`config.mk`:
```
export PLATFORM = sky130hd
export DESIGN_NAME = kbm_wake_iso
export DESIGN_NICKNAME = d
export VERILOG_FILES = /design/src/rtl/kbm_wake_iso.sv
export SDC_FILE = /design/constraint.sdc
export NUM_CORES = 1
export LEC_CHECK = 0
export BUFFER_PORTS_ARGS = -buffer_cell sky130_fd_sc_hd__clkbuf_2
export CELL_PAD_IN_SITES_DETAIL_PLACEMENT = 0
export CELL_PAD_IN_SITES_GLOBAL_PLACEMENT = 2
export CORE_AREA = 5 5 67 69
export DETAILED_ROUTE_END_ITERATION = 8
export DIE_AREA = 0 0 72 74
export GPL_TIMING_DRIVEN = 0
export PLACE_DENSITY = 0.79
export SYNTH_ARGS = -nofsm -noshare
export SYNTH_HDL_FRONTEND = slang
export SYNTH_SLANG_ARGS = --single-unit
```
`constraint.sdc`:
```
create_clock -name clk -period 1.2 [get_ports clk]
set_clock_uncertainty 0.1 [all_clocks]
set_input_delay 0.06 -clock clk [delete_from_list [all_inputs] [get_ports clk]]
set_output_delay 0.06 -clock clk [all_outputs]
set_load 0.02 [all_outputs]
```
`src/rtl/kbm_wake_iso.sv`:
```
module kbm_wake_iso #(
  parameter int SYNC_STAGES = 2
) (
  input  logic       clk,
  input  logic       rst_stby_n,
  input  logic       rst_main_n,
  input  logic       main_pwr,
  input  logic       stby_only,
  input  logic       kb_clk_in,
  input  logic       kb_dat_in,
  input  logic       ms_clk_in,
  input  logic       ms_dat_in,
  output logic       kb_clk_ctl,
  output logic       kb_dat_ctl,
  output logic       ms_clk_ctl,
  output logic       ms_dat_ctl,
  input  logic       kc_kb_irq,
  input  logic       kc_ms_irq,
  input  logic       host_rd_kb,
  input  logic       host_rd_ms,
  output logic       kb_irq,
  output logic       ms_irq,
  input  logic       reg_wr,
  input  logic [1:0] reg_addr,
  input  logic [7:0] reg_wdata,
  output logic [7:0] reg_rdata,
  output logic       kc_rst,
  output logic       pme
);
  localparam logic [1:0] A_CTRL = 2'd0;
  localparam logic [1:0] A_GCFG = 2'd1;
  localparam logic [1:0] A_STAT = 2'd2;
  localparam logic [1:0] A_WEN  = 2'd3;
  localparam int TOP = SYNC_STAGES - 1;

  logic m_rst_n, wr_ok;
  logic iso_kb, iso_ms, sel_kb, sel_ms, kc_rst_q, gen;
  logic [4:0] stat, wen, stat_set, stat_clr;
  logic [SYNC_STAGES-1:0] kb_sy, ms_sy;
  logic kb_dp, ms_dp, kb_ip, ms_ip, kb_lat, ms_lat;
  logic kb_fall, ms_fall, kb_rise, ms_rise, edge_ok, irq_ok;

  assign m_rst_n = rst_stby_n & rst_main_n;
  assign wr_ok   = reg_wr & rst_main_n;

  assign kb_clk_ctl = iso_kb | kb_clk_in;
  assign kb_dat_ctl = iso_kb | kb_dat_in;
  assign ms_clk_ctl = iso_ms | ms_clk_in;
  assign ms_dat_ctl = iso_ms | ms_dat_in;

  assign kb_fall = kb_dp & ~kb_sy[TOP];
  assign ms_fall = ms_dp & ~ms_sy[TOP];
  assign kb_rise = kc_kb_irq & ~kb_ip;
  assign ms_rise = kc_ms_irq & ~ms_ip;
  assign edge_ok = main_pwr | stby_only;
  assign irq_ok  = main_pwr & rst_main_n;

  assign stat_set = {ms_fall & edge_ok, kb_fall & edge_ok, 1'b0,
                     ms_rise & irq_ok, kb_rise & irq_ok};
  assign stat_clr = (wr_ok && reg_addr == A_STAT) ?
                    {reg_wdata[4:3], 1'b0, reg_wdata[1:0]} : 5'd0;

  always_ff @(posedge clk or negedge rst_stby_n) begin
    if (!rst_stby_n) begin
      iso_kb <= 1'b0;
      iso_ms <= 1'b0;
      stat   <= '0;
      wen    <= '0;
      gen    <= 1'b0;
      kb_sy  <= '1;
      ms_sy  <= '1;
      kb_dp  <= 1'b1;
      ms_dp  <= 1'b1;
    end else begin
      kb_sy <= {kb_sy[SYNC_STAGES-2:0], kb_dat_in};
      ms_sy <= {ms_sy[SYNC_STAGES-2:0], ms_dat_in};
      kb_dp <= kb_sy[TOP];
      ms_dp <= ms_sy[TOP];
      stat  <= (stat & ~stat_clr) | stat_set;
      if (wr_ok && reg_addr == A_CTRL) begin
        iso_ms <= reg_wdata[6];
        iso_kb <= reg_wdata[5];
      end
      if (wr_ok && reg_addr == A_WEN) begin
        wen <= {reg_wdata[4:3], 1'b0, reg_wdata[1:0]};
        gen <= reg_wdata[7];
      end
    end
  end

  always_ff @(posedge clk or negedge m_rst_n) begin
    if (!m_rst_n) begin
      sel_kb   <= 1'b0;
      sel_ms   <= 1'b0;
      kc_rst_q <= 1'b0;
      kb_ip    <= 1'b0;
      ms_ip    <= 1'b0;
      kb_lat   <= 1'b0;
      ms_lat   <= 1'b0;
    end else begin
      kb_ip  <= kc_kb_irq;
      ms_ip  <= kc_ms_irq;
      kb_lat <= kb_rise | (kb_lat & ~host_rd_kb);
      ms_lat <= ms_rise | (ms_lat & ~host_rd_ms);
      if (wr_ok && reg_addr == A_CTRL) begin
        sel_ms <= reg_wdata[4];
        sel_kb <= reg_wdata[3];
      end
      if (wr_ok && reg_addr == A_GCFG) kc_rst_q <= reg_wdata[6];
    end
  end

  assign kb_irq = sel_kb ? kb_lat : (kc_kb_irq & kb_lat);
  assign ms_irq = sel_ms ? ms_lat : (kc_ms_irq & ms_lat);
  assign kc_rst = kc_rst_q;
  assign pme    = gen & (|(stat & wen));

  always_comb begin
    case (reg_addr)
      A_CTRL:  reg_rdata = {1'b0, iso_ms, iso_kb, sel_ms, sel_kb, 3'b000};
      A_GCFG:  reg_rdata = {1'b0, kc_rst_q, 6'b000000};
      A_STAT:  reg_rdata = {3'b000, stat};
      default: reg_rdata = {gen, 2'b00, wen};
    endcase
  end


  ms_iso_chk: assert property (@(posedge clk) disable iff (!rst_stby_n)
    iso_ms |-> (ms_clk_ctl && ms_dat_ctl));


  kb_iso_chk: assert property (@(posedge clk) disable iff (!rst_stby_n)
    iso_kb |-> (kb_clk_ctl && kb_dat_ctl));


  stat_sticky_chk: assert property (@(posedge clk) disable iff (!rst_stby_n)
    (stat[3] && !(wr_ok && reg_addr == A_STAT && reg_wdata[3])) |=> stat[3]);


  irq_wake_main_chk: assert property (@(posedge clk) disable iff (!rst_stby_n)
    $rose(stat[0]) |-> $past(main_pwr));


  iso_keep_chk: assert property (@(posedge clk) disable iff (!rst_stby_n)
    !rst_main_n |=> $stable({iso_ms, iso_kb}));


  kb_lat_clr_chk: assert property (@(posedge clk) disable iff (!m_rst_n)
    (host_rd_kb && !kc_kb_irq) |=> !kb_irq);


  kc_rst_hold_chk: assert property (@(posedge clk) disable iff (!m_rst_n)
    (kc_rst && !(wr_ok && reg_addr == A_GCFG)) |=> kc_rst);
endmodule

```
-- Word-level counts from Yosys, hierarchy flattened
Index checks and enable logic that the tools add are counted.
- equality and inequality tests: 3
- mux-type cells: 4
- bitwise gates (word level): 33
- reductions and logical operators: 6
- operators with widths (operator ; count):
    $pmux 8 s3 ; 1
    $and 1x1->1 ; 16
    $and 5x5->5 ; 2
    $or 1x1->1 ; 7
    $not 1->1 ; 6
    $mux 5 ; 1
    $not 5->5 ; 1
    $or 5x5->5 ; 1
    $reduce_or 5->1 ; 1
    $eq 2x2->1 const B ; 2
    $logic_and 1x1->1 ; 4
    $eq 2x1->1 const B ; 1
    $logic_not 2->1 ; 1
    $mux 1 ; 2
- register bits: 25
- input port bits: 24
- output and inout port bits: 16
- word-level logic and storage cells: 62

-- Logic depth before layout (Yosys ltp)
- word-level depth: 6
- mapped depth: 3
- depth with buffers taken out: 2

-- Worst setup path after synthesis
No wires, ideal clock.
- kind: register to output
- start: register stat[0]
- end: output port pme
- data arrival time: 957 ps
- required time: 1040 ps
- setup slack: 83 ps
- cell stages (with the launch flop): 3
- buffers on the path: 0
- cells stage by stage: dfrtp_1 a22oi_1 a21boi_0
- word-level cells in the longest chain between the ends: 3
- ends and longest elaborated chain (what ; RTL line ; source):
    start: declaration ; 38 ; logic [4:0] stat, wen, stat_set, stat_clr;
    start signal: assignment ; 79 ; stat <= (stat & ~stat_clr) | stat_set;
    $and 5x5->5 ; 116 ; assign pme = gen & (|(stat & wen));
    $reduce_or 5->1 ; 116 ;
    $and 1x1->1 ; 116 ;
    end: declaration ; 28 ; output logic pme
No other way between the ends.

-- Final worst setup path
- start: register stat[4]
- end: output port reg_rdata[4]
- word-level cells in the longest chain between the ends: 1
- ends and longest elaborated chain (what ; RTL line ; source):
    $pmux 8 s3 ; 119 ; case (reg_addr)
    end: declaration ; 26 ; output logic [7:0] reg_rdata,
No other way between the ends.

==> flow_summary.ini <==
[cells_and_area]
post-route-util_pct = 44.03
drive_gt1_share_pct = 49.67
fill_cells = 399
area_growth_pct = 52.47
diodes = 0
nNetsFinal = 176

[power_and_ir_drop]
p_leak_uw = 0.0008219
switching_share_pct = 27.50
combPwrFrac_pct = 28.8
p_int_uw = 1558
vdd_drop_max_mv = 0.5376
p_clk_share_pct = 25.3
p_sw_uw = 590.9
power_density_nw_per_um2 = 1265
total_power_uw = 2149
power.share.sequential_pct = 46.0

[synthesis]
yosys.area.top_type = dfrtp_1
synth_edf_count = 0
ys.flop_type = dfrtp_1
synth_common_cells = dfrtp_1, mux2_2, inv_1, nor2_1
yosysUniqueCellTypes = 26
ys_warn_count = 0
synth_top_area_share_pct = 40.45
avgSynthCellArea_um2 = 12.37
ys_async_sr_fraction_pct = 100.0
synth_most_common_cell = dfrtp_1
yosysSeqAreaShare_pct = 54.61
syn_area_um2 = 1114
synth_area_leaders = dfrtp_1, dfstp_2, mux2_2, nand2b_1, mux2i_1
syn_nets = 114
synthCells = 90
ys_ff_latch = 24

[setup_path]
cp_cell_sequence = mux2_4, a22o_1, clkbuf_8
rr_startpoint = wen[3]
cpLargestDelayFamily = flip-flops
crit_required_ps = 1040
rrSetupSlack_ps = 200
critical_path.endpoint_type = output pin
cp.depth = 3
reg2reg_to = wen[3]
path_max_fanout = 2
cp.arrival_ps = 1310
cp_slowest_stage_delay_ps = 400
rr_worst_depth = 2
path_class = reg2out
cp_slowest_cell = dfrtp_1
critPathLaunchType = flop
worst-path-buf-inv = 1

[clock_tree]
cts_root_buf = clkbuf_8
cts.clk_slew.worst_paths_ps = 80
cts_made_buffers = 3
clock_path_buffers = 2
tritoncts = yes
cts_max_level = 1
cts_sinks = 24
insertion_delay_ps = 260

[die]
dieArea_um2 = 5328
pin_count = 40
rows = 23
start_util_pct = 28.88
die_y_um = 74
core_um2 = 3856
die_x_um = 72

[global_route]
grt_pass1_vias = 944
grt_usage_pct = 10.26
grt_overflow = 0
grt_antenna_before_repair = 0
grt_pass1_wl_mm = 4.264
grt_max_degree = 19

[sta]
fin_crit_ps = 1470
fin_crit_sh_pct = 122.5
hold_viol = 0
slew_violations = 0
layout_setup_ws_ps = -269.8
fmax_ghz = 0.6804
setup_violations = 7
tns_ps = -768.2
rsz0062_at_grt = true

[placement]
place_congestion = 0.7131
hpwl_mm = 1.927
dp_slack_ps = -24.29
portBuffers = 37

[min_path]
hold_start = main_pwr
min_delay_path_depth = 3
hold_path.class = in2reg
min_to = stat[1]

[route]
drtPass1Iterations = 4
wire_per_inst_um = 13.00
initialDrtViolationCount = 21
drcViolationCount = 0
drtAntennaViolNets = 0
vias = 902
drt-total-wl_mm = 2.612
vias_per_cell = 4.488

[run_status]
violations = setup timing
status = finished, violations left

[flow_run]
max_cap_violations = 0
[tightest hold or removal path: cells and delay by family]
family	cells	cell delay, ps
buffers and inverters	1	100
AND/OR/NAND/NOR	1	90
AO/OA/AOI/OAI	1	80
[logic make-up after synthesis]
| kind of cell | Yosys count | share of synthesized area (%) |
|---|---|---|
| buffers and inverters | 11 | 4.831 |
| other | 1 | 0.3368 |
| AO/OA/AOI/OAI | 11 | 7.640 |
| flip-flops | 24 | 54.61 |
| AND/OR/NAND/NOR | 28 | 17.42 |
| multiplexers | 15 | 15.17 |
[how the worst max path moves through the flow]
stage             from           end  slack, ps
6_report       stat[4]  reg_rdata[4]       -270
5_1_grt        stat[4]  reg_rdata[4]       -310
3_5_place_dp   stat[4]  reg_rdata[4]        -20
4_1_cts        stat[4]  reg_rdata[4]       -290
3_3_place_gp   stat[4]  reg_rdata[4]        -20
2_1_floorplan  stat[0]           pme         80
[per-layer routing]
metal  GRT usage, %  wire length [um]
met1          13.96              1187
met2          15.51              1174
met4          3.758                39
met3          3.108               209
met5              0                 0
[area by class of cell]
cell class,count,area (um^2),share of cell area [%]
Buffer,3,23.77,1.400
Clock buffer,4,55.05,3.242
Inverter,8,30.03,1.769
Multi-Input combinational cell,55,470.5,27.71
Sequential cell,24,608.1,35.81
Tap cell,50,62.56,3.685
Timing Repair Buffer,57,447.9,26.38
[repair_timing]
item | CTS | global route
hold buffers | 15 | 0
resized for setup | 19 | 16
pin swaps | 6 | 2
buffers inserted | 5 | 1
hold endpoints to repair | 40 | 0
setup endpoints to repair | 8 | 13
[power by group through the flow]
| stage | Combinational [uW] | Sequential (uW) | Clock [uW] |
|---|---|---|---|
| after floorplan | 296 | 987 | 0 |
| after global placement | 454 | 996 | 0 |
| after detailed placement | 459 | 1000 | 0 |
| after CTS | 599 | 986 | 559 |
| after global routing | 669 | 1000 | 590 |
| final | 618 | 988 | 543 |
[cell usage in the layout (no fill, tap or decap), drive strengths merged]
cell type / instances
o221ai: 2
dfrtp: 18
nand2b: 6
dfstp: 6
mux2i: 3
a22oi: 2
nand4b: 3
clkbuf: 30
and4bb: 1
and3: 1
nand4: 1
nor2b: 2
a21boi: 1
inv: 8
o211ai: 2
and4b: 1
buf: 19
a22o: 2
and2: 2
nor2: 7
dlygate4sd3: 15
mux2: 12
or2: 4
conb: 1
o22ai: 2
[flip-flops by register name (all words and copies together) (netlist names)]
name and count:
kb_ip 1, ms_sy 2, gen 1, stat 4
iso_ms 1, kb_dp 1, iso_kb 1, ms_ip 1
sel_kb 1, kb_lat 1, ms_dp 1, ms_lat 1
wen 4, kc_rst 1, kb_sy 2, sel_ms 1
[metrics by stage]
stage | hold WS, ps | cell area [um^2] | std cells
3_3_place_gp | -87.39 | 1361 | 177
3_5_place_dp | -73.31 | 1361 | 177
5_1_grt | 34.72 | 1698 | 201
6_report | 15.19 | 1698 | 201
2_1_floorplan | -335.6 | 1114 | 90
4_1_cts | 20.37 | 1673 | 201
No activity file was read; power rests on OpenSTA's default activity.
